<file path="config.mk">
export PLATFORM = sky130hd
export DESIGN_NAME = vcr_access
export DESIGN_NICKNAME = d
export VERILOG_FILES = /design/src/rtl/vcr_pkg.sv /design/src/rtl/vcr_decode.sv /design/src/rtl/vcr_regs.sv /design/src/rtl/vcr_resp.sv /design/src/rtl/vcr_access.sv
export SDC_FILE = /design/constraint.sdc
export NUM_CORES = 1
export LEC_CHECK = 0
export CAP_MARGIN = 40
export CORE_MARGIN = 2
export CORE_UTILIZATION = 47
export CTS_BUF_LIST = sky130_fd_sc_hd__clkbuf_16
export CTS_CLUSTER_DIAMETER = 100
export DETAILED_ROUTE_END_ITERATION = 6
export PLACE_DENSITY = 0.87
export SLEW_MARGIN = 10
export SYNTH_ARGS = -nofsm -noshare
export SYNTH_HDL_FRONTEND = slang
export SYNTH_HIERARCHICAL = 1
export SYNTH_SLANG_ARGS = --single-unit
</file>
<file path="constraint.sdc">
create_clock -name clk -period 1.81 [get_ports clk]
set_input_delay 0.2715 -clock clk [delete_from_list [all_inputs] [get_ports clk]]
set_output_delay 0.2715 -clock clk [all_outputs]
set_load 0.005 [all_outputs]
</file>
<file path="src/rtl/vcr_pkg.sv">
package vcr_pkg;
  localparam int DW     = 32;
  localparam int AW     = 8;
  localparam int NVREG  = 16;
  localparam int VREG_W = $clog2(NVREG);
  localparam int VREG_BASE = 16;

  localparam logic [AW-1:0] A_STAT = 8'h90;
  localparam logic [AW-1:0] A_AEXC = 8'h91;
  localparam logic [AW-1:0] A_MCHK = 8'h92;
  localparam logic [AW-1:0] A_TBIA = 8'h93;
  localparam logic [AW-1:0] A_SADR = 8'h94;

  localparam int ST_EN   = 0;
  localparam int ST_RST  = 1;
  localparam int ST_ILL  = 3;
  localparam logic [DW-1:0] ST_WMASK  = 32'h0000_000B;
  localparam logic [DW-1:0] SUM_MASK  = 32'h0000_002F;

  typedef enum logic [2:0] {
    SEL_STAT, SEL_AEXC, SEL_MCHK, SEL_TBIA, SEL_SADR, SEL_NONE
  } sel_e;

  typedef enum logic {FSM_IDLE, FSM_HOLD} fsm_e;
endpackage

</file>
<file path="src/rtl/vcr_decode.sv">
module vcr_decode
  import vcr_pkg::*;
#(
  parameter int ALIGN = 3
) (
  input  logic [AW-1:0] addr,
  input  logic          wr,
  input  logic [DW-1:0] wdata,
  output sel_e          sel,
  output logic          fault
);
  localparam logic [DW-1:0] LOW_MASK = DW'((1 << ALIGN) - 1);

  always_comb begin
    sel   = SEL_NONE;
    fault = 1'b1;
    case (addr)
      A_STAT: begin sel = SEL_STAT; fault = wr && (|(wdata & ~ST_WMASK)); end
      A_AEXC: begin sel = SEL_AEXC; fault = wr; end
      A_MCHK: begin sel = SEL_MCHK; fault = wr; end
      A_TBIA: begin sel = SEL_TBIA; fault = !wr || (|wdata); end
      A_SADR: begin sel = SEL_SADR; fault = wr && (|(wdata & LOW_MASK)); end
      default: begin sel = SEL_NONE; fault = 1'b1; end
    endcase
  end
endmodule

</file>
<file path="src/rtl/vcr_regs.sv">
module vcr_regs
  import vcr_pkg::*;
#(
  parameter int ALIGN = 3
) (
  input  logic              clk,
  input  logic              rst_n,
  input  logic              wr_en,
  input  sel_e              wr_sel,
  input  logic [DW-1:0]     wdata,
  input  logic              exc_valid,
  input  logic [2:0]        exc_code,
  input  logic [VREG_W-1:0] exc_vreg,
  input  logic              illop_evt,
  input  logic              vec_busy,
  input  logic              mem_fault,
  input  logic              vsync_ack,
  output logic [DW-1:0]     stat_rd,
  output logic [DW-1:0]     aexc_rd,
  output logic [DW-1:0]     sadr_rd,
  output logic              tlb_flush,
  output logic              sync_pend
);
  localparam logic [DW-1:0] LOW_MASK = DW'((1 << ALIGN) - 1);

  logic          en_q, en_d, ill_q, ill_d, pend_q, pend_d, flush_q, flush_d;
  logic [DW-1:0] aexc_q, aexc_d, sadr_q, sadr_d, evt;
  logic          stat_wr, rst_hit, sadr_wr;

  always_comb begin
    stat_wr = wr_en && (wr_sel == SEL_STAT);
    sadr_wr = wr_en && (wr_sel == SEL_SADR);
    rst_hit = stat_wr && wdata[ST_RST];
    en_d    = stat_wr ? wdata[ST_EN] : en_q;
    if (illop_evt)                              ill_d = 1'b1;
    else if (rst_hit || (stat_wr && wdata[ST_ILL])) ill_d = 1'b0;
    else                                        ill_d = ill_q;
    if (stat_wr)        pend_d = 1'b1;
    else if (vsync_ack) pend_d = 1'b0;
    else                pend_d = pend_q;
    evt = '0;
    if (exc_valid)
      evt = ((DW'(1) << exc_code) & SUM_MASK) | (DW'(1) << (VREG_BASE + int'(exc_vreg)));
    aexc_d  = rst_hit ? '0 : (aexc_q | evt);
    sadr_d  = sadr_wr ? (wdata & ~LOW_MASK) : sadr_q;
    flush_d = wr_en && (wr_sel == SEL_TBIA);
  end

  always_ff @(posedge clk or negedge rst_n) begin
    if (!rst_n) begin
      en_q    <= 1'b0;
      ill_q   <= 1'b0;
      pend_q  <= 1'b0;
      flush_q <= 1'b0;
      aexc_q  <= '0;
      sadr_q  <= '0;
    end else begin
      en_q    <= en_d;
      ill_q   <= ill_d;
      pend_q  <= pend_d;
      flush_q <= flush_d;
      aexc_q  <= aexc_d;
      sadr_q  <= sadr_d;
    end
  end

  assign stat_rd   = {vec_busy, 27'b0, ill_q, mem_fault, 1'b0, en_q};
  assign aexc_rd   = aexc_q;
  assign sadr_rd   = sadr_q;
  assign tlb_flush = flush_q;
  assign sync_pend = pend_q;
endmodule

</file>
<file path="src/rtl/vcr_resp.sv">
module vcr_resp
  import vcr_pkg::*;
(
  input  logic          clk,
  input  logic          rst_n,
  input  logic          req_valid,
  input  logic          req_write,
  input  sel_e          dec_sel,
  input  logic          dec_fault,
  input  logic          sync_pend,
  input  logic          mem_idle,
  input  logic [DW-1:0] stat_rd,
  input  logic [DW-1:0] aexc_rd,
  input  logic [DW-1:0] sadr_rd,
  output logic          req_ready,
  output logic          accept,
  output logic          rsp_valid,
  output logic          rsp_fault,
  output logic [DW-1:0] rsp_rdata
);
  fsm_e          state_q, state_d;
  sel_e          held_q, held_d, mux_sel;
  logic          rv_q, rv_d, rf_q, rf_d, read_ok, must_hold, release_hold;
  logic [DW-1:0] rd_q, rd_d, mux_data;

  always_comb begin
    req_ready = (state_q == FSM_IDLE);
    accept    = req_valid && req_ready;
    read_ok   = accept && !req_write && !dec_fault;
    must_hold = read_ok && (((dec_sel == SEL_STAT) && sync_pend) ||
                            ((dec_sel == SEL_MCHK) && !mem_idle));
    release_hold = (state_q == FSM_HOLD) &&
                   ((held_q == SEL_STAT) ? !sync_pend : mem_idle);
    mux_sel = (state_q == FSM_HOLD) ? held_q : dec_sel;
    case (mux_sel)
      SEL_STAT: mux_data = stat_rd;
      SEL_AEXC: mux_data = aexc_rd;
      SEL_SADR: mux_data = sadr_rd;
      default:  mux_data = '0;
    endcase
    state_d = state_q;
    held_d  = held_q;
    rv_d    = 1'b0;
    rf_d    = 1'b0;
    rd_d    = '0;
    if (accept) begin
      if (must_hold) begin
        state_d = FSM_HOLD;
        held_d  = dec_sel;
      end else begin
        rv_d = 1'b1;
        rf_d = dec_fault;
        rd_d = read_ok ? mux_data : '0;
      end
    end else if (release_hold) begin
      state_d = FSM_IDLE;
      rv_d    = 1'b1;
      rd_d    = mux_data;
    end
  end

  always_ff @(posedge clk or negedge rst_n) begin
    if (!rst_n) begin
      state_q <= FSM_IDLE;
      held_q  <= SEL_NONE;
      rv_q    <= 1'b0;
      rf_q    <= 1'b0;
      rd_q    <= '0;
    end else begin
      state_q <= state_d;
      held_q  <= held_d;
      rv_q    <= rv_d;
      rf_q    <= rf_d;
      rd_q    <= rd_d;
    end
  end

  assign rsp_valid = rv_q;
  assign rsp_fault = rf_q;
  assign rsp_rdata = rd_q;
endmodule

</file>
<file path="src/rtl/vcr_access.sv">
module vcr_access
  import vcr_pkg::*;
#(
  parameter int SADR_ALIGN = 3
) (
  input  logic              clk,
  input  logic              rst_n,
  input  logic              req_valid,
  output logic              req_ready,
  input  logic [AW-1:0]     req_addr,
  input  logic              req_write,
  input  logic [DW-1:0]     req_wdata,
  output logic              rsp_valid,
  output logic [DW-1:0]     rsp_rdata,
  output logic              rsp_fault,
  input  logic              exc_valid,
  input  logic [2:0]        exc_code,
  input  logic [VREG_W-1:0] exc_vreg,
  input  logic              illop_evt,
  input  logic              vec_busy,
  input  logic              mem_fault,
  input  logic              mem_idle,
  input  logic              vsync_ack,
  output logic              tlb_flush
);
  sel_e          dec_sel;
  logic          dec_fault, accept, wr_en, sync_pend;
  logic [DW-1:0] stat_rd, aexc_rd, sadr_rd;

  assign wr_en = accept && req_write && !dec_fault;

  vcr_decode #(.ALIGN(SADR_ALIGN)) u_decode (
    .addr(req_addr), .wr(req_write), .wdata(req_wdata),
    .sel(dec_sel), .fault(dec_fault)
  );

  vcr_regs #(.ALIGN(SADR_ALIGN)) u_regs (
    .clk(clk), .rst_n(rst_n), .wr_en(wr_en), .wr_sel(dec_sel), .wdata(req_wdata),
    .exc_valid(exc_valid), .exc_code(exc_code), .exc_vreg(exc_vreg),
    .illop_evt(illop_evt), .vec_busy(vec_busy), .mem_fault(mem_fault),
    .vsync_ack(vsync_ack), .stat_rd(stat_rd), .aexc_rd(aexc_rd),
    .sadr_rd(sadr_rd), .tlb_flush(tlb_flush), .sync_pend(sync_pend)
  );

  vcr_resp u_resp (
    .clk(clk), .rst_n(rst_n), .req_valid(req_valid), .req_write(req_write),
    .dec_sel(dec_sel), .dec_fault(dec_fault), .sync_pend(sync_pend),
    .mem_idle(mem_idle), .stat_rd(stat_rd), .aexc_rd(aexc_rd), .sadr_rd(sadr_rd),
    .req_ready(req_ready), .accept(accept), .rsp_valid(rsp_valid),
    .rsp_fault(rsp_fault), .rsp_rdata(rsp_rdata)
  );
endmodule

</file>
* Yosys cells after proc, flatten, opt, wreduce, memory -nomap -nowiden *
Index checks and enable logic that the tools add are counted.

word-level totals
  output and inout port bits = 36
  word-level logic and storage cells = 86
  register bits = 103
  input bits = 57

cells by class
  mux-type cells = 23
  shift operators = 2
  eq/ne operators = 11
  add/sub/neg operators = 1
  bitwise gates (word level) = 3
  reduce and logical (&&, ||, !) cells = 35

operators with widths
  kind                   number
  $mux 32                6
  $pmux 32 s3            1
  $eq 8x8->1 const B     5
  $or 32x32->32          1
  $or 6x32->32           1
  $reduce_or 32->1       1
  $shl 1x32->32 const A  1
  $reduce_or 29->1       1
  $logic_and 1x1->1      16
  $pmux 3 s5             1
  $mux 1                 13
  $logic_not 3->1        3
  $add 5x4->6 const A    1
  $eq 3x2->1 const B     2
  $eq 3x3->1 const B     2
  $reduce_bool 2->1      3
  $shl 1x3->6 const A    1
  $logic_not 1->1        4
  $pmux 1 s4             1
  $reduce_and 2->1       2
  $eq 3x1->1 const B     1
  $logic_or 1x1->1       3
  $mux 3                 1
  $reduce_or 3->1        1
  3 further kinds        3

* Longest topological paths before layout *
Gate-level depths: netlist of the first run.

  word-level depth = 10
  mapped depth = 10
  depth with buffers taken out = 8

* Hierarchy *
The synthesis of the first run kept the hierarchy.

by module, submodules not included
  module      seq. area each (um^2)  cells each  times used  area each (um^2)
  vcr_regs    1351.3                 197         1           2402.3
  vcr_resp    953.4                  177         1           2163.3
  vcr_decode  0.0                    28          1           175.2
  vcr_access  0.0                    1           1           8.8

* Worst setup path after synthesis of the first run *
Ideal clock, no wire load.

  path kind = input port to flip-flop
  from = in req_wdata[1]
  to = reg u_regs.sadr_q[21] (netlist: u_regs/sadr_rd[21])
  path buffers = 2
  slack = -0.788 ns
  required time = 1.683 ns
  library setup time = 0.127 ns
  arrival = 2.471 ns
  stages on the path = 10
  cells stage by stage = or4b_1 > a311o_1 > a21oi_1 > o211ai_1 > and3b_1 > nand2_1 > nor3_2 > buf_4 > buf_6 > mux2_1

between the ends
  longest elaborated chain between the ends = 6
  elaborated cells between the ends (all ways) = 8
  those cells by class = mux: 1; reduce/logical: 7

ends and longest elaborated chain
  what                                                          RTL line                            text
  start, declared                                               vcr_access.sv:12                    input logic [DW-1:0] req_wdata,
  $reduce_or 32->1 / $reduce_or 3->1 (equally long branches)    vcr_decode.sv:21, vcr_decode.sv:22
  $logic_or 1x1->1 / $logic_and 1x1->1 (equally long branches)  vcr_decode.sv:21, vcr_decode.sv:22
  $pmux 1 s4 (*)                                                vcr_decode.sv:17                    case (addr)
  net dec_fault                                                 vcr_access.sv:27                    logic dec_fault, accept, wr_en, sync_pend;
  $logic_not 1->1 (*)                                           vcr_access.sv:30                    assign wr_en = accept && req_write && !dec_fault;
  $logic_and 1x1->1 (*)                                         vcr_access.sv:30
  net wr_en                                                     vcr_access.sv:27
  $logic_and 1x1->1 (*)                                         vcr_regs.sv:32                      sadr_wr = wr_en && (wr_sel == SEL_SADR);
  end signal, assigned                                          vcr_regs.sv:63                      sadr_q <= sadr_d;
  end, declared                                                 vcr_regs.sv:27                      logic [DW-1:0] aexc_q, aexc_d, sadr_q, sadr_d, evt;

Mark *: on every way through the listed nets, which the timed path passes. The rest lies on a longest branch.
A chain may end at the register's enable or synchronous reset.

* Worst setup path in the final report of the first run *
  from = in req_wdata[17]
  to = reg u_regs.sadr_q[13] (netlist: u_regs/sadr_rd[13])

between the ends
  longest elaborated chain between the ends = 6
  elaborated cells between the ends (all ways) = 8
  those cells by class = mux: 1; reduce/logical: 7

ends and longest elaborated chain
  what                                                          RTL line
  $reduce_or 32->1 / $reduce_or 29->1 (equally long branches)   vcr_decode.sv:21, vcr_decode.sv:18
  $logic_or 1x1->1 / $logic_and 1x1->1 (equally long branches)  vcr_decode.sv:21, vcr_decode.sv:18
  $pmux 1 s4 (*)                                                vcr_decode.sv:17
  net dec_fault                                                 vcr_access.sv:27
  $logic_not 1->1 (*)                                           vcr_access.sv:30
  $logic_and 1x1->1 (*)                                         vcr_access.sv:30
  net wr_en                                                     vcr_access.sv:27
  $logic_and 1x1->1 (*)                                         vcr_regs.sv:32

Marked as above.

==> flow_metrics.env, run 1 <==
export IMPL_row_count=36
export IMPL_layout_common_cells="dfrtp_1 (89), clkdlybuf4s50_1 (57), buf_4 (49), conb_1 (42), mux2_4 (33)"
export IMPL_insertion_delay_ns=0.36
export IMPL_core_area_um2=9770
export IMPL_period_share_pct=137
export IMPL_clock_sinks=92
export IMPL_p_leak_nw=3.63
export IMPL_avgSynthCellArea_um2=11.8
export IMPL_port_buffers=92
export IMPL_r2r_end="u_regs/sadr_rd[13]$_DFFE_PN0P_"
export IMPL_yosys_warnings=6
export IMPL_clk_pin_slew_ns=0.07
export IMPL_syn_inst=403
export IMPL_skew_ns=0.0107
export IMPL_synth_largest_area_cell="dfrtp_1"
export IMPL_ff2ff_setup_slack_ns=-0.27
export IMPL_relSlewSlack_pct=63.9
export IMPL_finalHoldViolCount=0
export IMPL_synthDistinctLibCells=48
export IMPL_antenna_found_initial=1
export IMPL_holdCritPathClass="input port to flop"
export IMPL_grt_max_degree=93
export IMPL_start_util_pct=48.6
export IMPL_crit_path_max_fanout=6
export IMPL_grt_pass1_wl_mm=27.3
export IMPL_final_layout_size_suffix_gt1_share_pct=53.4
export IMPL_synth_flop_cell="dfrtp_1"
export IMPL_cts_tree="done"
export IMPL_grt_overflow=0
export IMPL_seq_area_frac_synth_pct=48.5
export IMPL_die_w_um=105
export IMPL_numCtsBuffers=9
export IMPL_dr_pass1_iters=5
export IMPL_drv_cap=0
export IMPL_drv_slew=0
export IMPL_vias_per_cell=6.16
export IMPL_holdPathEnd="u_regs/sadr_rd[4]$_DFFE_PN0P_"
export IMPL_dr_total_vias=4408
export IMPL_place_congestion=0.901
export IMPL_crit_family="simple AND/OR/NAND/NOR gates"
export IMPL_hold_path_depth=2
export IMPL_die_area_um2=10900
export IMPL_r2r_cells=8
export IMPL_setup_viol=91
export IMPL_crit_required_ns=2.04
export IMPL_yosysTopAreaCellShare_pct=47.4
export IMPL_track_usage_pct=33.2
export IMPL_power_density_nw_per_um2=616
export IMPL_crit_arrival_ns=2.70
export IMPL_cp_cell_sequence="dlygate4sd2_1 > nor4_2 > nand4_1 > nor2_2 > o211ai_1 > and3b_2 > nand2_2 > nor3_4 > buf_6 > buf_12 > mux2_4"
export IMPL_postSynth_asyncResetShare_pct=100
export IMPL_fin_crit_ns=2.47
export IMPL_drt_antenna_violating_nets=0
export IMPL_final_common_cell="dfrtp_1"
export IMPL_cp_slowest_stage_delay_ns=0.35
export IMPL_rsz0062_at_grt="yes"
export IMPL_clock_root_buffer="clkbuf_16"
export IMPL_fin_setup_tns_ns=-47.58
export IMPL_clk_path_buf_depth=2
export IMPL_ys_ff_latch=92
export IMPL_critPathBufInv=3
export IMPL_clock_fmax_ghz=0.404
export IMPL_final_nets=634
export IMPL_grt_pass1_vias=4681
export IMPL_dp_hpwl_mm=7.77
export IMPL_worst_setup_path_type="input port to flop"
export IMPL_post_place_ws_ns=-1.25
export IMPL_drt_iter0_drc=438
export IMPL_drt_total_wl_mm=19.5
export IMPL_remaining_drc_errors=0
export IMPL_cp_end_kind="flop"
export IMPL_dieHeight_um=105
export IMPL_synth_area_um2=4750
export IMPL_peakVddDrop_mv=0.473
export IMPL_syn_to_final_growth_pct=65.0
export IMPL_worst_slew_pin_slew_ns=0.541
export IMPL_worst_setup_path_start_kind="input port"
export IMPL_cp_slowest_cell="nor4_2"
export IMPL_num_io_pins=93
export IMPL_finalPower_w=0.00483
export IMPL_htreeDepth=3
export IMPL_violations="negative setup slack"
export IMPL_status="finished, violations left"
export IMPL_worst_slack_ns=-0.663
export IMPL_min_from="req_wdata[4]"
export IMPL_reg2reg_from="u_resp/state_q$_DFFE_PN0P_"
export IMPL_synthTopCellsByArea="dfrtp_1 (47%), mux2_2 (8.1%), buf_4 (7.7%)"
export IMPL_detail_route_wl_per_cell_um=27.3
export IMPL_synth_edf_count=0
[flip-flops by register name, indices dropped and copies added (netlist names)]
name	flops
u_resp/rsp_rdata	32
u_regs/aexc_rd	21
u_resp/held_q	3
u_regs/sadr_rd	29
u_resp/rsp_fault	1
u_regs/tlb_flush	1
u_resp/rsp_valid	1
u_regs/sync_pend	1
u_resp/state_q	1
u_regs/ill_q	1
u_regs/en_q	1
[worst max path at each step]
| stage | from | endpoint | cells past startpoint |
|---|---|---|---|
| 6_report | req_wdata[17] | u_regs/sadr_rd[13]$_DFFE_PN0P_ | 11 |
| 5_1_grt | req_wdata[17] | u_regs/sadr_rd[13]$_DFFE_PN0P_ | 11 |
| 4_1_cts | req_wdata[0] | u_regs/sadr_rd[17]$_DFFE_PN0P_ | 12 |
| 3_5_place_dp | req_wdata[1] | u_regs/sadr_rd[8]$_DFFE_PN0P_ | 10 |
| 3_3_place_gp | req_wdata[1] | u_regs/en_q$_DFFE_PN0P_ | 9 |
| 2_1_floorplan | req_wdata[1] | u_regs/sadr_rd[21]$_DFFE_PN0P_ | 10 |
[stage by stage]
stage / area, um^2 / utilization, % / hold slack [ns] / cells
after floorplan: 4950 / - / -0.0241 / 444
after global placement: 5980 / 61.2 / 0.349 / 647
after detailed placement: 6010 / 61.5 / 0.351 / 648
after CTS: 7460 / 76.4 / 0.268 / 713
after global routing: 7840 / 80.2 / 0.201 / 716
final: 7840 / 80.2 / 0.189 / 716
[report_power, final]
group	internal (W)	leakage, nW	switching [W]
Sequential	0.00213	1.18	0.0000626
Combinational	0.000344	2.30	0.000372
Clock	0.000970	0.146	0.000951
Total	0.00344	3.63	0.00139
[timing repair]
action                     in CTS  in global routing
hold endpoints to repair        3                  0
setup buffers                  37                 14
resized for setup             166                118
hold buffers                    1                  0
pin swaps                      42                 67
gates cloned                   16                  3
setup endpoints to repair      93                 92
[synthesized netlist by cell type (2+ instances only)]
cell type / instances
a21o_1: 2
a31oi_1: 8
and3_1: 2
dfrtp_1: 90
and3b_1: 3
mux2_2: 34
nand4_1: 2
buf_2: 14
or2_2: 2
nor3_2: 31
buf_4: 49
nor4_1: 6
inv_1: 4
mux2_1: 29
nor4b_1: 2
dfstp_2: 2
nor2b_1: 6
a21oi_1: 15
a22oi_1: 32
nor3_1: 5
nand2_1: 4
buf_6: 4
and2_1: 3
nor2_1: 29
o21ai_0: 2
[metal layers]
layer	track usage (%)	share of wire, %
met5	0	0
met4	19.9	7.1
met3	8.15	7.9
met2	55.5	49
met1	38.6	36
[cells by family after synthesis]
family,share of synthesized area [%]
compound gates,10.2
buf+inv,10.5
flops,48.5
mux,15.2
other cells,0.0790
simple gates,15.5
[layout make-up]
type                       instances  area, um^2
multi-input combinational        281        2870
sequential                        92        2310
timing repair buffer             189        2180
fill                             465        1940
clock buffer                       9         225
tap                              133         166
clock inverter                     7        65.1
inverter                           4        15.0
antenna                            1        2.50
Note: power is estimated with default switching activity, not from simulation.
==> run 2: changes to the inputs <==
- PLACE_DENSITY: 0.87 -> 0.77
==> run 2 against run 1 <==
The run still ends with negative setup slack left. Sequential share of layout area increased by 1.4 points. Via count shrank 10%. Count of clock-buffer cells in the layout stayed put. Clock power rose by 15%. Sequential cell count is the same. Clock skew is 0.0070 ns lower. Register-to-register slack better by 0.12 ns. Critical endpoint is now u_regs/sadr_rd[19]$_DFFE_PN0P_. Combinational power shrank 14%. Critical path depth unchanged. Wire length fell by 19%. Core utilization shrank 3.6 points. Die area stayed put.
==> flow_metrics.env, run 2 (synthesized netlist as in run 1, its figures left out) <==
export IMPL_worst_setup_path_type="input port to flop"
export IMPL_grt_pass1_wl_mm=22.9
export IMPL_n_fill_cell=555
export IMPL_crit_required_ns=2.04
export IMPL_cp_common_cell="buf_6"
export IMPL_worst_slack_ns=-0.675
export IMPL_fin_util_pct=76.6
export IMPL_clock_fmax_ghz=0.402
export IMPL_grt_pass1_vias=4299
export IMPL_drv_cap=0
export IMPL_start_util_pct=48.6
export IMPL_layoutNonFillerInstCount=701
export IMPL_detail_route_wl_per_cell_um=22.5
export IMPL_diodes=0
export IMPL_numCtsBuffers=9
export IMPL_vias_per_cell=5.65
export IMPL_finalPower_w=0.00501
export IMPL_hold_path_depth=2
export IMPL_cp_slowest_stage_delay_ns=0.53
export IMPL_drv_slew=0
export IMPL_clock_root_buffer="clkbuf_16"
export IMPL_setup_viol=91
export IMPL_r2r_end="u_resp/rsp_rdata[24]$_DFF_PN0_"
export IMPL_p_leak_nw=3.41
export IMPL_finalHoldViolCount=0
export IMPL_die_area_um2=10900
export IMPL_skew_ns=0.00370
export IMPL_core_area_um2=9770
export IMPL_remaining_drc_errors=0
export IMPL_die_w_um=105
export IMPL_cts_tree="done"
export IMPL_final_layout_size_suffix_gt1_share_pct=47.9
export IMPL_syn_to_final_growth_pct=57.6
export IMPL_holdPathEnd="u_regs/sadr_rd[12]$_DFFE_PN0P_"
export IMPL_cp_slowest_cell="or4b_4"
export IMPL_crit_arrival_ns=2.71
export IMPL_violations="negative setup slack"
export IMPL_period_share_pct=137
export IMPL_dr_total_vias=3963
export IMPL_cp_cell_sequence="buf_6 > or4b_4 > a311o_1 > a21oi_2 > o211ai_1 > and3b_2 > nand2_2 > nor3_4 > buf_6 > buf_12 > mux2_4"
export IMPL_cp_end_kind="flop"
export IMPL_holdCritPathClass="input port to flop"
export IMPL_grt_overflow=0
export IMPL_crit_path_max_fanout=7
export IMPL_largest_register_ffs=32
export IMPL_num_io_pins=93
export IMPL_fin_setup_tns_ns=-45.73
export IMPL_dp_hpwl_mm=7.92
export IMPL_row_count=36
export IMPL_status="finished, violations left"
export IMPL_min_from="req_wdata[12]"
export IMPL_relSlewSlack_pct=63.0
export IMPL_insertion_delay_ns=0.34
export IMPL_fin_crit_ns=2.49
export IMPL_reg2reg_from="u_resp/state_q$_DFFE_PN0P_"
export IMPL_final_common_cell="dfrtp_1"
export IMPL_worst_setup_path_start_kind="input port"
export IMPL_layout_common_cells="dfrtp_1 (89), clkdlybuf4s50_1 (63), buf_4 (42), conb_1 (42), mux2_2 (32)"
export IMPL_drt_antenna_violating_nets=0
export IMPL_dieHeight_um=105
export IMPL_rsz0062_at_grt="yes"
export IMPL_track_usage_pct=27.3
export IMPL_drt_total_wl_mm=15.8
export IMPL_clock_sinks=92
export IMPL_timing_hold_ws_ns=0.243
export IMPL_worst_slew_pin_slew_ns=0.555
export IMPL_r2r_cells=7
export IMPL_power_density_nw_per_um2=669
export IMPL_grt_max_degree=44
export IMPL_ff2ff_setup_slack_ns=-0.15
export IMPL_clk_path_buf_depth=2
export IMPL_drt_iter0_drc=283
export IMPL_final_nets=620
export IMPL_htreeDepth=3
export IMPL_dr_pass1_iters=4
export IMPL_peakVddDrop_mv=0.825
export IMPL_antenna_found_initial=0
export IMPL_place_congestion=0.834
export IMPL_place_inst=657
export IMPL_clk_pin_slew_ns=0.07
export IMPL_port_buffers=92
==> run 2: worst max-delay path by stage <==
stage	from	end	slack [ns]	depth (start not counted)
after floorplan	req_wdata[1]	u_regs/sadr_rd[21]$_DFFE_PN0P_	-0.70	10
after global placement	req_wdata[1]	u_regs/sadr_rd[15]$_DFFE_PN0P_	-1.17	10
after detailed placement	req_wdata[1]	u_regs/sadr_rd[17]$_DFFE_PN0P_	-1.22	10
after CTS	req_wdata[0]	u_regs/sadr_rd[17]$_DFFE_PN0P_	-0.57	11
after global routing	req_wdata[1]	u_regs/sadr_rd[3]$_DFFE_PN0P_	-0.73	11
final	req_wdata[1]	u_regs/sadr_rd[19]$_DFFE_PN0P_	-0.68	11
==> run 2: critical path, delay by kind of cell <==
family | cells | cell delay, ns
compound gates | 3 | 0.60
mux | 1 | 0.31
simple gates | 4 | 1.11
buf+inv | 3 | 0.41
==> run 2: what timing repair did <==
| action | in CTS | in global routing |
|---|---|---|
| hold endpoints to repair | 35 | 0 |
| gates resized for setup | 139 | 76 |
| cloned | 9 | 2 |
| pin swaps | 52 | 37 |
| setup buffers | 18 | 4 |
| hold buffers | 1 | 0 |
| setup endpoints to repair | 93 | 91 |
==> run 2: layer usage <==
metal / global-route usage, % / wire length, um
met3: 7.02 / 950
met1: 31.0 / 5990
met2: 47.7 / 8310
met4: 12.9 / 528
met5: 0 / 0
==> run 2: cell type report <==
type                       count  area [um^2]  share of cell area [%]
tap                          133          166                    2.22
timing repair buffer         175         1940                    25.9
inverter                       4         15.0                   0.201
sequential                    92         2310                    30.8
clock inverter                 7          114                    1.52
clock buffer                   9          225                    3.01
multi-input combinational    281         2720                    36.4
==> run 2: per-stage QoR <==
stage	worst slack, ns	instance area, um^2
2_1_floorplan	-0.695	4950
3_3_place_gp	-1.17	6080
3_5_place_dp	-1.22	6080
4_1_cts	-0.573	7190
5_1_grt	-0.734	7480
6_report	-0.675	7480
==> run 2: power by group <==
| part | switching, W | leakage (nW) | internal [W] |
|---|---|---|---|
| Clock | 0.000855 | 0.166 | 0.00135 |
| Sequential | 0.0000564 | 1.18 | 0.00213 |
| Combinational | 0.000312 | 2.06 | 0.000305 |
==> run 3: changes to the inputs <==
- CAP_MARGIN: 40 -> 20
==> results of run 3 <==
The final DEF is identical to that of run 2; final timing and power are the same.
